## src/rtl/spi_baud_search.sv

```systemverilog
module spi_baud_search #(
  parameter int W = 32
) (
  input  logic         clk,
  input  logic         rst_n,
  input  logic         start,
  input  logic [W-1:0] fclk_hz,
  input  logic [W-1:0] speed_hz,
  input  logic         ext_fmt,
  output logic         busy,
  output logic         done,
  output logic         error,
  output logic [7:0]   prescale
);
  localparam int CW = $clog2(W + 1);

  typedef enum logic [2:0] {S_IDLE, S_DIV1, S_EVAL1, S_DIV2, S_EVAL2} st_t;

  st_t           st;
  logic [W-1:0]  f_q, sp_q;
  logic          ext_q;
  logic [2:0]    exp_q, best_exp;
  logic [3:0]    fac_q, best_fac;
  logic [W-1:0]  best_err;
  logic [W-1:0]  quo, rem, dvs;
  logic [CW-1:0] cnt;

  // one quotient bit per cycle
  logic [W:0]   trial;
  logic         fits;
  assign trial = {rem, quo[W-1]};
  assign fits  = trial >= {1'b0, dvs};

  logic [W:0]   ceil_q;
  logic [W+1:0] even_d;
  logic [5:0]   clamp_d;
  logic [W-1:0] cand_err;
  logic         last_exp;
  logic [2:0]   next_exp;
  logic [7:0]   packed_ps;

  assign ceil_q    = {1'b0, quo} + {{W{1'b0}}, (rem != '0)};
  assign even_d    = {1'b0, ceil_q} + {{(W+1){1'b0}}, ceil_q[0]};
  assign clamp_d   = (even_d < 4) ? 6'd4 : even_d[5:0];
  assign cand_err  = sp_q - quo;
  assign last_exp  = (exp_q == 3'd7);
  assign next_exp  = exp_q + 3'd1;
  assign packed_ps = {best_exp[2:1], 1'b0, best_exp[0], best_fac};
  assign busy      = (st != S_IDLE);

  always_ff @(posedge clk or negedge rst_n) begin
    if (!rst_n) begin
      st <= S_IDLE;  f_q <= '0;  sp_q <= '0;  ext_q <= 1'b0;
      exp_q <= '0;  fac_q <= '0;  best_exp <= '0;  best_fac <= '0;
      best_err <= '0;  quo <= '0;  rem <= '0;  dvs <= '0;  cnt <= '0;
      done <= 1'b0;  error <= 1'b0;  prescale <= '0;
    end else begin
      done <= 1'b0;
      unique case (st)
        S_IDLE: if (start) begin
          f_q <= fclk_hz;  sp_q <= speed_hz;  ext_q <= ext_fmt;
          if (speed_hz == '0) begin
            error <= 1'b1;  prescale <= '0;  done <= 1'b1;
          end else begin
            exp_q <= '0;  best_exp <= '0;  best_fac <= '0;  best_err <= speed_hz;
            quo <= fclk_hz;  rem <= '0;  dvs <= speed_hz;  cnt <= '0;
            st <= S_DIV1;
          end
        end
        S_DIV1, S_DIV2: begin
          quo <= {quo[W-2:0], fits};
          rem <= fits ? W'(trial - {1'b0, dvs}) : trial[W-1:0];
          cnt <= cnt + 1'b1;
          if (cnt == CW'(W - 1)) st <= (st == S_DIV1) ? S_EVAL1 : S_EVAL2;
        end
        S_EVAL1: begin
          if (!ext_q) begin
            st <= S_IDLE;  done <= 1'b1;
            if (even_d > 30) begin
              error <= 1'b1;  prescale <= '0;
            end else begin
              error <= 1'b0;  prescale <= 8'h10 + {3'b0, clamp_d[5:1]};
            end
          end else if (ceil_q == '0 || ceil_q > 15) begin
            if (last_exp) begin
              st <= S_IDLE;  done <= 1'b1;
              error <= (best_fac == '0 && best_exp == '0);
              prescale <= (best_fac == '0 && best_exp == '0) ? 8'h00 : packed_ps;
            end else begin
              exp_q <= next_exp;  quo <= f_q >> next_exp;  rem <= '0;
              dvs <= sp_q;  cnt <= '0;  st <= S_DIV1;
            end
          end else begin
            fac_q <= ceil_q[3:0];
            quo <= f_q;  rem <= '0;  dvs <= W'(ceil_q[3:0]) << exp_q;
            cnt <= '0;  st <= S_DIV2;
          end
        end
        S_EVAL2: begin
          if (last_exp) begin
            st <= S_IDLE;  done <= 1'b1;
            if (cand_err < best_err) begin
              error <= 1'b0;
              prescale <= {exp_q[2:1], 1'b0, exp_q[0], fac_q};
            end else begin
              error <= (best_fac == '0 && best_exp == '0);
              prescale <= (best_fac == '0 && best_exp == '0) ? 8'h00 : packed_ps;
            end
          end else begin
            if (cand_err < best_err) begin
              best_err <= cand_err;  best_fac <= fac_q;  best_exp <= exp_q;
            end
            exp_q <= next_exp;  quo <= f_q >> next_exp;  rem <= '0;
            dvs <= sp_q;  cnt <= '0;  st <= S_DIV1;
          end
        end
        default: st <= S_IDLE;
      endcase
    end
  end

  AST_DONE_PULSE: assert property (@(posedge clk) disable iff (!rst_n)
    done |=> !done);
  AST_DONE_IDLE: assert property (@(posedge clk) disable iff (!rst_n)
    done |-> !busy);
  AST_ZERO_SPEED: assert property (@(posedge clk) disable iff (!rst_n)
    (!busy && start && speed_hz == '0) |=> (done && error && !busy));
  AST_HOLD_RESULT: assert property (@(posedge clk) disable iff (!rst_n)
    (!busy && !start) |=> ($stable(prescale) && $stable(error)));
  AST_LEGACY_RANGE: assert property (@(posedge clk) disable iff (!rst_n)
    (done && !error && !ext_q) |-> (prescale >= 8'h12 && prescale <= 8'h1F));
  AST_EXT_SHAPE: assert property (@(posedge clk) disable iff (!rst_n)
    (done && !error && ext_q) |-> (prescale[5] == 1'b0 && prescale[3:0] != 4'd0));
  AST_ERR_ZERO: assert property (@(posedge clk) disable iff (!rst_n)
    (done && error) |-> (prescale == 8'h00));
endmodule

```

## config.mk

```make
export PLATFORM = sky130hd
export DESIGN_NAME = spi_baud_search
export DESIGN_NICKNAME = d
export VERILOG_FILES = /design/src/rtl/spi_baud_search.sv
export SDC_FILE = /design/constraint.sdc
export NUM_CORES = 1
export LEC_CHECK = 0
export BUFFER_PORTS_ARGS = -buffer_cell sky130_fd_sc_hd__buf_4
export CAP_MARGIN = 0
export CORE_MARGIN = 2
export CORE_UTILIZATION = 40
export DETAILED_ROUTE_END_ITERATION = 10
export SYNTH_ARGS = -nofsm -noshare
export SYNTH_HDL_FRONTEND = slang
export SYNTH_SLANG_ARGS = --single-unit
export TNS_END_PERCENT = 5
```

## constraint.sdc

```tcl
create_clock -name clk -period 8.4 [get_ports clk]
set_clock_uncertainty 0.2 [all_clocks]
set_input_delay 1.68 -clock clk [delete_from_list [all_inputs] [get_ports clk]]
set_output_delay 1.68 -clock clk [all_outputs]
set_load 0.05 [all_outputs]
```

# ---- After elaboration in Yosys (flattened, before gate mapping)
# Cells that the tools add are included.
dict set report totals {
  out_inout_bits 11
  romBits 0
  latch_bits 0
  input_bits 68
  mem_count 0
  word_cells 145
  ramBits 0
  regBits 226
}
dict set report op_classes {
  reduce_logical 21
  add_sub_neg 7
  n_bitwise 1
  n_mul 0
  n_lt_le_gt_ge 5
  eq_ne 17
  muxes 76
  n_div 0
  shift 2
}
# op n
set ops {}
lappend ops {{32-bit 2-to-1 mux} 18}
lappend ops {{32-bit one-hot mux with 4 select lines} 2}
lappend ops {{32-bit one-hot mux with 3 select lines} 1}
lappend ops {{8-bit 2-to-1 mux} 8}
lappend ops {{32-bit one-hot mux with 2 select lines} 1}
lappend ops {{32-bit subtractor} 2}
lappend ops {{6-bit 2-to-1 mux} 7}
lappend ops {{3-bit 2-to-1 mux} 13}
lappend ops {{33-bit by 1-bit adder with 34-bit output} 1}
lappend ops {{34-bit by 5-bit greater-than comparator with 1-bit output, second input constant} 1}
lappend ops {{34-bit by 3-bit less-than comparator with 1-bit output, second input constant} 1}
lappend ops {{32-bit by 1-bit adder with 33-bit output} 1}
lappend ops {{33-bit by 32-bit >= comparator with 1-bit output} 1}
lappend ops {{33-bit by 4-bit greater-than comparator with 1-bit output, second input constant} 1}
lappend ops {{33-bit zero test} 1}
lappend ops {{32-bit zero test} 1}
lappend ops {{32-bit less-than comparator} 1}
lappend ops {{32-bit nonzero test} 1}
lappend ops {{4-bit by 3-bit left shift with 32-bit output} 1}
lappend ops {{32-bit by 3-bit right shift with 32-bit output} 1}
lappend ops {{6-bit one-hot mux with 4 select lines} 1}
lappend ops {{8-bit one-hot mux with 3 select lines} 1}
lappend ops {{2-bit != test, second input constant} 9}
lappend ops {{4-bit 2-to-1 mux} 4}
lappend ops {{other kinds (28)} 50}

# ---- Depth between registers and ports, before layout
dict set report logic_depth {
  depth_word 9
  depth_mapped 24
}

# ---- Least setup slack after synthesis
# OpenSTA, ideal clock, no wires.
dict set report synth_timing {
  path_kind {reg-to-reg}
  start {register quo[5]}
  end {register prescale[0]}
  path_slack_ns 3.617
  required_time_ns 8.067
  stages_incl_launch_ff 23
  arrival_time_ns 4.451
  cell_sequence {dfrtp_1 buf_1 inv_1 ha_1 a2111oi_0 a211o_1 a21boi_0 o21a_1 o21ai_0 nand2b_1 a21oi_1 xnor2_1 ha_1 a21oi_1 nor2b_1 o21ai_0 a211o_1 o21ai_0 o31ai_1 nand2b_1 mux2_2 a221oi_1 a211oi_1}
}
dict set report synth_between {
  elab_chain_cells 8
}
# element line
set synth_lines {}
lappend synth_lines {{start: declaration} 25} ;# logic [W-1:0] quo, rem, dvs;
lappend synth_lines {{start signal: assignment} 71} ;# quo <= {quo[W-2:0], fits};
lappend synth_lines {{32-bit by 1-bit adder with 33-bit output} 42} ;# assign ceil_q = {1'b0, quo} + {{W{1'b0}}, (rem != '0)};
lappend synth_lines {{33-bit by 1-bit adder with 34-bit output} 43} ;# assign even_d = {1'b0, ceil_q} + {{(W+1){1'b0}}, ceil_q[0]};
lappend synth_lines {{34-bit by 3-bit less-than comparator with 1-bit output} 44} ;# assign clamp_d = (even_d < 4) ? 6'd4 : even_d[5:0];
lappend synth_lines {{6-bit 2-to-1 mux} 44}
lappend synth_lines {{5-bit by 5-bit adder with 6-bit output} 82} ;# error <= 1'b0; prescale <= 8'h10 + {3'b0, clamp_d[5:1]};
lappend synth_lines {{6-bit 2-to-1 mux} 79} ;# if (even_d > 30) begin
lappend synth_lines {{8-bit 2-to-1 mux} 77} ;# if (!ext_q) begin
lappend synth_lines {{8-bit one-hot mux with 3 select lines} 59} ;# unique case (st)
lappend synth_lines {{end signal: assignment} 88} ;# prescale <= (best_fac == '0 && best_exp == '0) ? 8'h00 : packed_ps;
lappend synth_lines {{end signal: assignment} 104} ;# prescale <= {exp_q[2:1], 1'b0, exp_q[0], fac_q};
lappend synth_lines {{end signal: assignment} 107} ;# prescale <= (best_fac == '0 && best_exp == '0) ? 8'h00 : packed_ps;
lappend synth_lines {{end: declaration} 13} ;# output logic [7:0] prescale
# Several ways; a longest one is shown, not always the timed one. The select of a mux whose other input is x is not followed.
# A chain may end at the register's enable or synchronous reset.

# ---- Worst setup path after layout
dict set report layout_timing {
  start {register quo[5]}
  end {register best_err[25]}
}
dict set report layout_between {
  elab_chain_cells 4
}
# element line
set layout_lines {}
lappend layout_lines {{32-bit subtractor (*)} 45} ;# assign cand_err = sp_q - quo;
lappend layout_lines {{32-bit less-than comparator / 32-bit 2-to-1 mux (equally long branches)} 110} ;# if (cand_err < best_err) begin
lappend layout_lines {{2-bit != test (no line) / 32-bit 2-to-1 mux (equally long branches)} --}
lappend layout_lines {{5-bit AND reduction (no line) / 32-bit one-hot mux with 2 select lines (equally long branches)} --}
lappend layout_lines {{end signal: assignment} 111} ;# best_err <= cand_err; best_fac <= fac_q; best_exp <= exp_q;
lappend layout_lines {{end: declaration} 24} ;# logic [W-1:0] best_err;
# Every way passes the cells marked *; elsewhere a longest branch is shown, timed or not. The select of a mux whose other input is x is not followed.

==> impl_metrics.json <==
{
  "yosys-top-cells-area": "dfrtp_1, nand2_1, ha_1",
  "die_w_um": 215,
  "layout_common_cells": "nand2_1, dfrtp_1, inv_1",
  "grt_setup_unrepaired": "no",
  "synthCells": 2181,
  "power_mw": 10.2,
  "clock.fmax_ghz": 0.159,
  "route.layer.met1.wl_um": 27100,
  "synth_cell_types": 89,
  "period_needed_ns": 6.27,
  "synth_flop_cell": "dfrtp_1",
  "antenna_found_initial": 3,
  "tns_ns": 0,
  "die_area_um2": 46300,
  "crit_family": "compound AO/OA/AOI/OAI gates",
  "regToRegStartpoint": "quo[5]",
  "htreeDepth": 1,
  "fin_ws_ns": 2.13,
  "worstPathRequired_ns": 8.65,
  "cts-resized-gates": 0,
  "root_buffer": "clkbuf_16",
  "nets": 2352,
  "crit_start": "quo[5]",
  "clock_latency_ns": 0.57,
  "path_buf_inv": 1,
  "syn_area_per_cell_um2": 8.18,
  "route.met2.wl_um": 27900,
  "min_from": "best_err[0]",
  "wl_met3_um": 3750,
  "final_common_cell": "nand2_1",
  "ir_drop_uv": 231,
  "cp_common_cell": "o21ai_0",
  "grt_max_degree": 95,
  "synth_top_area_frac": 0.317,
  "power.density_nw_per_um2": 511,
  "clockBufferDepth": 3,
  "grt_remaining_overflow": 0,
  "postCtsSetupBuffers": 0,
  "slew_headroom": 0.288,
  "drive_gt1_frac": 0.0935,
  "crit_fanout": 40,
  "first_pass_iters": 6,
  "hpwl_um": 45900,
  "synthArstFlopShare": 1.00,
  "seq_area_frac_synth": 0.317,
  "fin_crit_sh": 0.747,
  "place_ws_ns": 2.24,
  "syn_area_um2": 17800,
  "yosysTopAreaCell": "dfrtp_1",
  "wl_um": 61300,
  "cpMaxStageDelayCell": "a31o_2",
  "synth_edf_count": 0,
  "wire_per_inst_um": 21.9,
  "maxSlewViolCount": 0,
  "yosys_register_bits": 226,
  "hold-worst-slack_ns": 0.282,
  "path_cells": "inv_1 > ha_1 > a2111oi_0 > a211o_1 > a21boi_0 > o21a_1 > o21ai_0 > nand2b_1 > a21oi_1 > xnor2_1 > ha_1 > a21oi_1 > nor2b_1 > o21ai_0 > a211o_1 > o21ai_0 > o31ai_1 > a31o_2 > nor2_1 > a221o_1",
  "grt_pass1_vias": 16361,
  "grt_usage": 0.261,
  "cts-buffers-inserted": 29,
  "area_growth_syn_to_layout_pct": 11.6,
  "cts_hold_buf": 0,
  "viasPerCell": 6.05,
  "cts.sinks": 226,
  "drc": 0,
  "tritoncts": "yes",
  "routed.top_layer": "met4",
  "cpPeakStageDelay_ns": 0.86,
  "rows": 77,
  "grt_pass1_wl_um": 96100,
  "worstSetupEndpointType": "flop",
  "antenna_left": 0,
  "yosys_warnings": 0,
  "core_um2": 44100,
  "outcome": "completed",
  "startpoint_type": "flop",
  "port_buffers": 78,
  "ios": 79,
  "gp_congestion": 0.944,
  "final-setup-viol-count": 0,
  "syn-num-nets": 2352,
  "vias": 16916,
  "drtIter0Drc": 1502,
  "maxCapViolations": 0,
  "final_hold_viol_count": 0,
  "worst-endpoint-arrival_ns": 6.52,
  "tightest_slew_ns": 1.06,
  "path_clk_slew_ns": 0.07,
  "p_leak_nw": 8.83,
  "die_y_um": 215,
  "worstSetupPathType": "reg -> reg",
  "min_path_type": "reg -> reg",
  "initial_core_util": 0.404
}
-- flip-flops by register name, summed over array words and instances (netlist names) --
name	cells
error	1
sp_q	32
best_err	32
prescale	8
best_fac	4
exp_q	3
best_exp	3
fac_q	4
done	1
st	3
cnt	6
ext_q	1
f_q	32
quo	32
dvs	32
rem	32
-- layout make-up --
class	count	area (um2)
Antenna cell	3	7.51
Clock buffer	40	847
Clock inverter	13	179
Fill cell	4510	24200
Inverter	133	499
Multi-Input combinational cell	1687	11200
Sequential cell	226	5660
Tap cell	592	741
Timing Repair Buffer	104	788
-- tightest hold or removal path: cells and delay by family, from the launching register on --
kind / cells / cell delay, ns
flip-flops: 1 / 0.34
AO/OA/AOI/OAI: 1 / 0.06
AND/OR/NAND/NOR: 1 / 0.05
-- synthesized netlist by cell type, types with 7 or more instances --
cell type and number:
nor2b_1 15, o21ai_1 14, mux2i_1 100, a211oi_1 19, nor2_1 114, or3_1 12
and3_1 44, nor4_1 32, o21bai_1 10, xnor2_1 60, o31ai_1 20, a21oi_1 108
o22ai_1 8, a22oi_1 28, buf_2 14, nand2b_1 16, mux2_2 9, buf_1 17
a21boi_0 8, nand3_1 62, clkbuf_1 103, ha_1 101, o21ai_0 110, xor2_1 20
nor3b_1 7, a2111oi_0 7, and2_1 16, a31oi_1 34, nor3_1 36, nand2_1 357
a21o_1 33, o2bb2ai_1 33, a221oi_1 39, or4_1 8, dfrtp_1 226, a22o_1 30
nand4_1 34, inv_1 131, o21a_1 17, a221o_1 7, o211ai_1 16
-- stage by stage --
stage | utilization | cell area [um2] | cells
finish | 0.451 | 19900 | 2798
CTS | 0.451 | 19900 | 2795
detailed placement | 0.428 | 18900 | 2742
global placement | 0.428 | 18900 | 2742
global route | 0.451 | 19900 | 2798
floorplan | - | 17800 | 2181
-- power by group --
part           switching [mW]  total (mW)  internal (mW)
Clock                   0.510        1.33          0.823
Combinational            3.92        6.58           2.66
Sequential              0.659        2.26           1.60
Total                    5.09        10.2           5.09
-- path summary, 6_finish.rpt --
kind / endpoint / slack [ns] / cells past startpoint
setup / recovery: best_err[25] / 2.13 / 20
hold / removal: best_err[0] / 0.28 / 2
setup reg to reg: best_err[25] / 2.13 / 20
hold reg to reg: best_err[0] / 0.28 / 2
max in group asynchronous: rem[2] / 5.59 / 2
min in group asynchronous: cnt[1] / 0.91 / 1
-- kinds of logic after synthesis --
logic type | after synthesis | synth area share
buf+inv | 268 | 0.0578
mux | 112 | 0.0656
simple gates | 782 | 0.209
fa+ha+maj | 103 | 0.0731
compound gates | 609 | 0.237
flops | 226 | 0.317
xor+xnor | 81 | 0.0405
-- metal layers --
metal  vias to the layer above  track usage
met1                      8208        0.358
met2                       596        0.417
met4                         0       0.0998
li1                       7970            -
met3                       142       0.0344
met5                         -            0
No activity file was read; power rests on OpenSTA's default activity.
